<file path="src/rtl/gpio_edge_pkg.sv">
package gpio_edge_pkg;
   typedef enum logic [1:0] {
      MODE_ALT   = 2'd0,
      MODE_OUT   = 2'd1,
      MODE_IN_PU = 2'd2,
      MODE_IN    = 2'd3
   } pin_mode_e;

   typedef enum logic [1:0] {
      BANK_CFG  = 2'd0,
      BANK_DATA = 2'd1,
      BANK_ICTL = 2'd2,
      BANK_STAT = 2'd3
   } bank_e;

   localparam int unsigned MODE_W     = 2;
   localparam int unsigned ADDR_W     = 6;
   localparam int unsigned PORT_IDX_W = 3;
endpackage

</file>
<file path="src/rtl/gpio_edge_sync.sv">
module gpio_edge_sync #(
   parameter int unsigned WIDTH  = 8,
   parameter int unsigned STAGES = 2
) (
   input  logic             clk,
   input  logic             rst_n,
   input  logic [WIDTH-1:0] d_async,
   output logic [WIDTH-1:0] q_sync
);
   logic [STAGES-1:0][WIDTH-1:0] stage_q;

   always_ff @(posedge clk or negedge rst_n) begin
      if (!rst_n) begin
         stage_q <= '0;
      end else begin
         stage_q[0] <= d_async;
         for (int s = 1; s < STAGES; s++) begin
            stage_q[s] <= stage_q[s-1];
         end
      end
   end

   assign q_sync = stage_q[STAGES-1];
endmodule

</file>
<file path="src/rtl/gpio_edge_port.sv">
module gpio_edge_port
   import gpio_edge_pkg::*;
#(
   parameter int unsigned PINS = 8
) (
   input  logic              clk,
   input  logic              rst_n,
   input  logic              edge_arm,
   input  logic              wr_cfg,
   input  logic              wr_data,
   input  logic              wr_ictl,
   input  logic              wr_stat,
   input  logic [2*PINS-1:0] wdata,
   input  logic [PINS-1:0]   pin_sync,
   output logic [2*PINS-1:0] cfg_q,
   output logic [PINS-1:0]   out_q,
   output logic [2*PINS-1:0] ictl_q,
   output logic [PINS-1:0]   stat_q,
   output logic [PINS-1:0]   pin_oe,
   output logic [PINS-1:0]   pin_pullup,
   output logic [PINS-1:0]   pin_alt,
   output logic              irq_req
);
   logic [PINS-1:0] prev_q;
   logic [PINS-1:0] edge_hit;
   logic [PINS-1:0] clr_mask;

   // Per-pin mode decode and edge qualification
   for (genvar p = 0; p < PINS; p++) begin : g_pin
      pin_mode_e mode;
      logic      is_input;
      logic      rise;
      logic      fall;

      assign mode          = pin_mode_e'(cfg_q[MODE_W*p +: MODE_W]);
      assign pin_alt[p]    = (mode == MODE_ALT);
      assign pin_oe[p]     = (mode == MODE_OUT);
      assign pin_pullup[p] = (mode == MODE_IN_PU);
      assign is_input      = (mode == MODE_IN) || (mode == MODE_IN_PU);
      assign rise          = pin_sync[p] & ~prev_q[p];
      assign fall          = ~pin_sync[p] & prev_q[p];
      assign edge_hit[p]   = edge_arm & is_input & (ictl_q[PINS+p] ? rise : fall);
   end

   assign clr_mask = wr_stat ? wdata[PINS-1:0] : '0;

   always_ff @(posedge clk or negedge rst_n) begin
      if (!rst_n) begin
         cfg_q  <= '1;
         out_q  <= '0;
         ictl_q <= {{PINS{1'b0}}, {PINS{1'b1}}};
         stat_q <= '0;
         prev_q <= '0;
      end else begin
         if (wr_cfg)  cfg_q  <= wdata;
         if (wr_data) out_q  <= wdata[PINS-1:0];
         if (wr_ictl) ictl_q <= wdata;
         // set term ORed last: an edge beats a same-cycle clear
         stat_q <= (stat_q & ~clr_mask) | edge_hit;
         prev_q <= pin_sync;
      end
   end

   assign irq_req = |(stat_q & ~ictl_q[PINS-1:0]);
endmodule

</file>
<file path="src/rtl/gpio_edge_ctrl.sv">
module gpio_edge_ctrl
   import gpio_edge_pkg::*;
#(
   parameter int unsigned NUM_PORTS     = 5,
   parameter int unsigned PINS_PER_PORT = 8,
   parameter int unsigned SYNC_STAGES   = 2,
   localparam int unsigned REG_W        = 2 * PINS_PER_PORT,
   localparam int unsigned NUM_PINS     = NUM_PORTS * PINS_PER_PORT
) (
   input  logic                clk,
   input  logic                rst_n,
   input  logic                bus_we,
   input  logic [ADDR_W-1:0]   bus_addr,
   input  logic [REG_W-1:0]    bus_wdata,
   output logic [REG_W-1:0]    bus_rdata,
   input  logic [NUM_PINS-1:0] pin_in,
   output logic [NUM_PINS-1:0] pin_out,
   output logic [NUM_PINS-1:0] pin_oe,
   output logic [NUM_PINS-1:0] pin_pullup,
   output logic [NUM_PINS-1:0] pin_alt,
   output logic                irq
);
   // Elaboration-time parameter checks
   if (PINS_PER_PORT != 8) begin : g_bad_pins
      $error("PINS_PER_PORT must be 8: mask and edge bytes share one 16-bit register");
   end
   if (NUM_PORTS < 1 || NUM_PORTS > (1 << PORT_IDX_W)) begin : g_bad_ports
      $error("NUM_PORTS must fit the port index field");
   end
   if (SYNC_STAGES < 2) begin : g_bad_sync
      $error("SYNC_STAGES must be at least 2");
   end

   bank_e                       bank;
   logic [PORT_IDX_W-1:0]       port_sel;
   logic                        unused_addr_lsb;
   logic [NUM_PINS-1:0]         pin_sync_all;
   logic [SYNC_STAGES:0]        arm_q;
   logic [NUM_PORTS*REG_W-1:0]  cfg_flat;
   logic [NUM_PORTS*REG_W-1:0]  ictl_flat;
   logic [NUM_PINS-1:0]         stat_all;
   logic [NUM_PORTS-1:0]        irq_vec;

   assign bank            = bank_e'(bus_addr[5:4]);
   assign port_sel        = bus_addr[3:1];
   assign unused_addr_lsb = bus_addr[0];

   gpio_edge_sync #(
      .WIDTH (NUM_PINS),
      .STAGES(SYNC_STAGES)
   ) u_sync (
      .clk    (clk),
      .rst_n  (rst_n),
      .d_async(pin_in),
      .q_sync (pin_sync_all)
   );

   // Edge detection stays disarmed until the synchroniser and history refill
   always_ff @(posedge clk or negedge rst_n) begin
      if (!rst_n) arm_q <= '0;
      else        arm_q <= {arm_q[SYNC_STAGES-1:0], 1'b1};
   end

   for (genvar i = 0; i < NUM_PORTS; i++) begin : g_port
      logic sel;
      assign sel = bus_we && (port_sel == PORT_IDX_W'(i));

      gpio_edge_port #(
         .PINS(PINS_PER_PORT)
      ) u_port (
         .clk       (clk),
         .rst_n     (rst_n),
         .edge_arm  (arm_q[SYNC_STAGES]),
         .wr_cfg    (sel && (bank == BANK_CFG)),
         .wr_data   (sel && (bank == BANK_DATA)),
         .wr_ictl   (sel && (bank == BANK_ICTL)),
         .wr_stat   (sel && (bank == BANK_STAT)),
         .wdata     (bus_wdata),
         .pin_sync  (pin_sync_all[i*PINS_PER_PORT +: PINS_PER_PORT]),
         .cfg_q     (cfg_flat[i*REG_W +: REG_W]),
         .out_q     (pin_out[i*PINS_PER_PORT +: PINS_PER_PORT]),
         .ictl_q    (ictl_flat[i*REG_W +: REG_W]),
         .stat_q    (stat_all[i*PINS_PER_PORT +: PINS_PER_PORT]),
         .pin_oe    (pin_oe[i*PINS_PER_PORT +: PINS_PER_PORT]),
         .pin_pullup(pin_pullup[i*PINS_PER_PORT +: PINS_PER_PORT]),
         .pin_alt   (pin_alt[i*PINS_PER_PORT +: PINS_PER_PORT]),
         .irq_req   (irq_vec[i])
      );
   end

   always_comb begin
      bus_rdata = '0;
      for (int i = 0; i < NUM_PORTS; i++) begin
         if (port_sel == PORT_IDX_W'(i)) begin
            case (bank)
               BANK_CFG:  bus_rdata = cfg_flat[i*REG_W +: REG_W];
               BANK_DATA: bus_rdata = REG_W'(pin_sync_all[i*PINS_PER_PORT +: PINS_PER_PORT]);
               BANK_ICTL: bus_rdata = ictl_flat[i*REG_W +: REG_W];
               default:   bus_rdata = REG_W'(stat_all[i*PINS_PER_PORT +: PINS_PER_PORT]);
            endcase
         end
      end
   end

   assign irq = |irq_vec;
endmodule

</file>
<file path="config.mk">
export PLATFORM = sky130hd
export DESIGN_NAME = gpio_edge_ctrl
export DESIGN_NICKNAME = d
export VERILOG_FILES = /design/src/rtl/gpio_edge_pkg.sv /design/src/rtl/gpio_edge_sync.sv /design/src/rtl/gpio_edge_port.sv /design/src/rtl/gpio_edge_ctrl.sv
export SDC_FILE = /design/constraint.sdc
export NUM_CORES = 1
export LEC_CHECK = 0
export ABC_AREA = 1
export BUFFER_PORTS_ARGS = -buffer_cell sky130_fd_sc_hd__buf_2
export CORE_UTILIZATION = 45
export CTS_CLUSTER_SIZE = 10
export DETAILED_ROUTE_END_ITERATION = 10
export PLACE_DENSITY = 0.66
export SYNTH_ARGS = -nofsm -noshare
export SYNTH_HDL_FRONTEND = slang
export SYNTH_SLANG_ARGS = --single-unit
</file>
<file path="constraint.sdc">
create_clock -name clk -period 1.7 [get_ports clk]
set_input_delay 0.34 -clock clk [delete_from_list [all_inputs] [get_ports clk]]
set_output_delay 0.34 -clock clk [all_outputs]
set_load 0.01 [all_outputs]
</file>
# --- Word-level counts from Yosys, hierarchy flattened ---
# Cells that the tools add are included.
op_classes:
  n_eq_ne: 127
  muxes: 55
  bitwise: 265
  reduce_logical: 108
op_table:
  columns: ["cell", "n"]
  rows:
  - ["one-hot mux 16 bit (3 select lines)", 5]
  - ["equality test 2 bit, second input constant", 82]
  - ["AND 1 bit", 160]
  - ["equality test 2 x 1 -> 1 bit, second input constant", 41]
  - ["zero test 2 bit", 41]
  - ["AND 8 bit", 10]
  - ["two-way mux 16 bit", 5]
  - ["inverter 1 bit", 80]
  - ["inverter 8 bit", 10]
  - ["logical OR 1 bit", 40]
  - ["two-way mux 1 bit", 40]
  - ["two-way mux 8 bit", 5]
  - ["bitwise OR 8 bit", 5]
  - ["OR reduction 40 bit", 1]
  - ["logical AND 1 bit", 25]
  - ["equality test 3 x 2 -> 1 bit, second input constant", 2]
  - ["equality test 3 x 1 -> 1 bit, second input constant", 1]
  - ["equality test 3 bit, second input constant", 1]
  - ["zero test 3 bit", 1]
totals:
  reg_bits: 363
  in_bits: 65
  out_inout_bits: 177
  word_cells: 583

# --- Depth between registers and ports, before layout ---
depth:
  ltp_word: 7
  depth_mapped: 10
  depth_no_buf: 8

# --- Cells and area by module ---
# A second synthesis with hierarchy kept.
unflattened:
  cells_unflattened: 2163
  hier_area_um2: 17394.2
by_module_without_submodules:
  columns: ["mod", "instances", "cells_each", "area_each_um2", "seq_area_each_um2"]
  rows:
  - ["gpio_edge_port", 5, 304, 2529.9, 1431.4]
  - ["gpio_edge_ctrl", 1, 523, 2442.3, 75.1]
  - ["gpio_edge_sync", 1, 120, 2302.2, 2001.9]

# --- Worst setup path after synthesis ---
# No wires, ideal clock.
synth_timing:
  kind: "input port to output port"
  startpoint: "input bus_addr[5]"
  endpoint: "output bus_rdata[12]"
  t_arrival_ps: 1347
  t_required_ps: 1360
  path_slack_ps: 13
  path_stages: 8
  n_path_buf: 3
  path_cell_list: "buf_4 > nor2_4 > buf_2 > buf_2 > nand2_1 > a21oi_1 > nor2_1 > nand3_1"
synth_between:
  elab_chain_len: 7
  elab_cells_between_ends: 13
  classes_between: "eq/ne: 2; mux: 10; reduce/logical: 1"
synth_lines:
  columns: ["item", "line", "source"]
  rows:
  - ["from (decl)", "gpio_edge_ctrl.sv:13", "input logic [ADDR_W-1:0] bus_addr,"]
  - ["equality test 2 bit, or another cell as far along", "gpio_edge_ctrl.sv:95", "case (bank)"]
  - ["one-hot mux 16 bit (3 select lines)", "gpio_edge_ctrl.sv:95", null]
  - ["two-way mux 16 bit (4 in series)", "gpio_edge_ctrl.sv:94", "if (port_sel == PORT_IDX_W'(i)) begin"]
  - ["two-way mux 16 bit *", "gpio_edge_ctrl.sv:94", null]
  - ["to (decl)", "gpio_edge_ctrl.sv:15", "output logic [REG_W-1:0] bus_rdata,"]
# Mark *: on every way between the ends. The rest lies on a longest branch, timed or not.

# --- Worst setup path after layout ---
layout_timing:
  startpoint: "register g_port[2].u_port.ictl_q[7]"
  endpoint: "output irq"
layout_between:
  elab_chain_len: 3
layout_lines:
  columns: ["item", "line", "source"]
  rows:
  - ["from (decl)", "gpio_edge_port.sv:17", "output logic [2*PINS-1:0] ictl_q,"]
  - ["from (signal assigned)", "gpio_edge_port.sv:51", "ictl_q <= {{PINS{1'b0}}, {PINS{1'b1}}};"]
  - ["from (signal assigned)", "gpio_edge_port.sv:57", "if (wr_ictl) ictl_q <= wdata;"]
  - ["inverter 8 bit", "gpio_edge_port.sv:64", "assign irq_req = |(stat_q & ~ictl_q[PINS-1:0]);"]
  - ["AND 8 bit", "gpio_edge_port.sv:64", null]
  - ["OR reduction 40 bit", "gpio_edge_ctrl.sv:105", "assign irq = |irq_vec;"]
  - ["to (decl)", "gpio_edge_ctrl.sv:21", "output logic irq"]
# Every way passes these cells.

==> results_dict.tcl <==
set metrics [dict create \
    status "finished, violations left" \
    violations "setup timing" \
    synthMuxAreaShare 0 \
    multi_input_area_sq_mm 0.00614 \
    wl_per_cell_um 21.2 \
    syn_avg_cell_area_sq_um 8.44 \
    gp_congestion 1.01 \
    synth_area_sq_mm 0.0159 \
    cts_made_buffers 43 \
    ir_drop_uv 1040 \
    criticalPathCategory "reg -> out" \
    grt_pass1_vias 14900 \
    fin_tns_setup_ps -18340 \
    area_growth_pct 42.9 \
    period_share 1.41 \
    maxCapViolations 0 \
    grt_use_total 0.336 \
    routed_wl_um 61000 \
    slowest_stage "dfstp_2" \
    ys_seq_elements 363 \
    worst_pin_slew_ps 698 \
    grt_pass1_wl_um 89900 \
    grt_overflow 0 \
    worst_slack_ps -703 \
    port_buffers 240 \
    timing.hold.ws_ps 34.6 \
    rsz0062_at_grt "true" \
    drcViolationCount 0 \
    synth.distinct_cells 29 \
    chipWidth_um 190 \
    netlist_instances 1886 \
    antenna_found_initial 2 \
    power_leakage_nw 10.8 \
    die_h_um 190 \
    finalHoldViolCount 0 \
    clkLatencyLatePin_ps 580 \
    antenna_cells 0 \
    maxSlewHeadroom 0.534 \
    drt_iter0_drc 1457 \
    dpl.hpwl_um 42600 \
    synthSimpleGateAreaFrac 0.191 \
    cts_root_buffer "clkbuf_16" \
    drive_gt1_frac 0.396 \
    cp_max_fo 2 \
    coreArea_sq_mm 0.0347 \
    initial_core_util 0.459 \
    p_per_area_mw_per_mm2 1230 \
    yosysSeqAreaShare 0.580 \
    grt_max_degree 58 \
    regArea_sq_mm 0.00924 \
    worstPathRequired_ps 1360 \
    rows 68 \
    viasPerCell 5.44 \
    finalCriticalPeriod_ps 2400 \
    synth_nets 1951 \
    crit_arrival_ps 2060 \
    finalSetupViolCount 136 \
    slew_violations 0 \
    drtPass1Iterations 8 \
    vias 15700 \
    worstHoldPathType "in -> reg" \
    path_cells "inv_1 -> nand2_1 -> o211ai_1 -> nor2_1 -> buf_4 -> nand2_4 -> nor2_4 -> nand2_2 -> buf_6" \
    cts_htree_levels 2 \
    antenna_left 0 \
    fmax_mhz 416 \
    synthXorXnorAreaFrac 0 \
    pin_count 242 \
    end_kind "output port" \
    max_stage_delay_ps 520 \
    clock_skew_ps 23.7 \
    synth_fa_ha_area_frac 0 \
    cts_tree "built" \
    clk_pin_slew_ps 60 \
    die_area_sq_mm 0.0361 \
    yosysWarnings 0 \
    clock_sinks 363 \
    synth_top_family_by_area "simple AND/OR/NAND/NOR gates" \
    fillers 2892 \
    fin_nets 2458 \
    start_kind "register" \
    synth-compound-area-share 0.151 \
    clock_path_buffers 3 \
]
## registers in the layout, summed over array words and instances, names as in the netlist
register              cells
g_port.u_port.cfg_q      80
g_port.u_port.ictl_q     80
g_port.u_port.out_q      40
g_port.u_port.prev_q     40
g_port.u_port.stat_q     40
u_sync.q_sync            40
u_sync.stage_q           40
arm_q                     3
## final cells by class
class                           count  area share
Clock buffer                       74      0.0547
Tap cell                          455      0.0250
Clock inverter                      4     0.00374
Multi-Input combinational cell   1208       0.270
Sequential cell                   363       0.406
Timing Repair Buffer              539       0.200
Inverter                          238      0.0403
## what timing repair did
action	4_1_cts	5_1_grt
setup endpoints to repair	127	137
hold buffers	41	0
pin swaps	82	78
resized for setup	269	221
hold endpoints to repair	203	0
buffers inserted	47	66
## placed cells by master (no fill, tap or decap), types with 7 or more instances in the layout
master and instances:
nand2_1 350, dfrtp_1 239, buf_2 209, o21ai_0 185, o21ai_1 153, inv_1 141, nor2_1 139, buf_4 133
dfstp_2 120, buf_6 116, inv_2 88, nand3_1 80, a21oi_1 68, nand2_2 48, nor2_2 46, clkbuf_16 44
dlygate4sd3_1 41, buf_12 38, nor2_4 33, clkbuf_1 27, o21ai_2 25, nand3_2 24, o22ai_1 21, inv_4 9
nand4_1 7
## synthesized netlist by cell type
library cell	instances	area share
dfstp_2	120	0.20
nand3_2	2	0.0013
nand2_2	7	0.0028
buf_1	6	0.0014
inv_1	230	0.054
nor2_4	7	0.0050
nor2_2	5	0.0020
o22ai_1	25	0.0098
nand2_4	1	0.00071
o21a_1	1	0.00047
nor3_4	1	0.0010
nand3_1	103	0.032
o21ai_1	136	0.043
dfrtp_1	243	0.38
inv_2	8	0.0019
conb_1	1	0.00024
o211ai_1	6	0.0028
buf_4	4	0.0019
clkbuf_2	1	0.00031
buf_2	26	0.0082
o2111ai_1	4	0.0022
nand2_1	395	0.093
or2_2	1	0.00039
o21ai_0	227	0.071
nor2_1	206	0.049
or2_1	3	0.0012
nand4_1	7	0.0028
a21oi_1	70	0.022
clkbuf_1	40	0.0094
## power breakdown
group          internal (mW)  switching (mW)
clock                   5.26            3.61
combinational           3.39            4.17
sequential              10.4            1.11
## stage by stage
| step | area, sq um | util | cells | total power, mW | setup WS [ps] |
|---|---|---|---|---|---|
| finish | 22700 | 0.655 | 2881 | 27.9 | -703 |
| CTS | 21800 | 0.629 | 2841 | 27.0 | -690 |
| global route | 22700 | 0.655 | 2881 | 29.2 | -756 |
| floorplan | 15900 | - | 1886 | 14.0 | 13.0 |
| detailed placement | 19100 | 0.552 | 2680 | 17.2 | -586 |
| global placement | 19100 | 0.552 | 2680 | 17.1 | -560 |
## critical path, delay by kind of cell, from the launching register on
family	cells	cell delay, ps
flops	1	520
simple gates	5	510
buf+inv	3	340
compound gates	1	130
## per-layer routing
metal  wire [um]  up-vias  track usage  part of all wire
met4        2370        2        0.137             0.039
met1       25000     7627        0.459              0.41
met5          11        -            0           0.00018
li1            -     7099            -                 -
met3        6200      139       0.0911              0.10
met2       27400      818        0.504              0.45
## path summary, 6_finish.rpt
path,end,cells past startpoint,slack (ps),startpoint
max in group asynchronous,g_port[4].u_port.out_q[5],4,670,rst_n
max,irq,9,-700,g_port[2].u_port.ictl_q[7]
max reg2reg,g_port[0].u_port.stat_q[4],5,520,g_port[0].u_port.cfg_q[9]
min in group asynchronous,u_sync.q_sync[32],2,220,rst_n
min reg2reg,u_sync.q_sync[9],0,340,u_sync.stage_q[9]
min,g_port[4].u_port.cfg_q[6],3,30,bus_wdata[6]
## cell families (layout without fill, tap and decap cells)
group                  after synthesis  in the layout
other                                1              1
flip-flops                         363            363
AO/OA/AOI/OAI                      469            469
AND/OR/NAND/NOR                    738            738
buffers and inverters              315            855
Note: power is estimated with default switching activity, not from simulation.
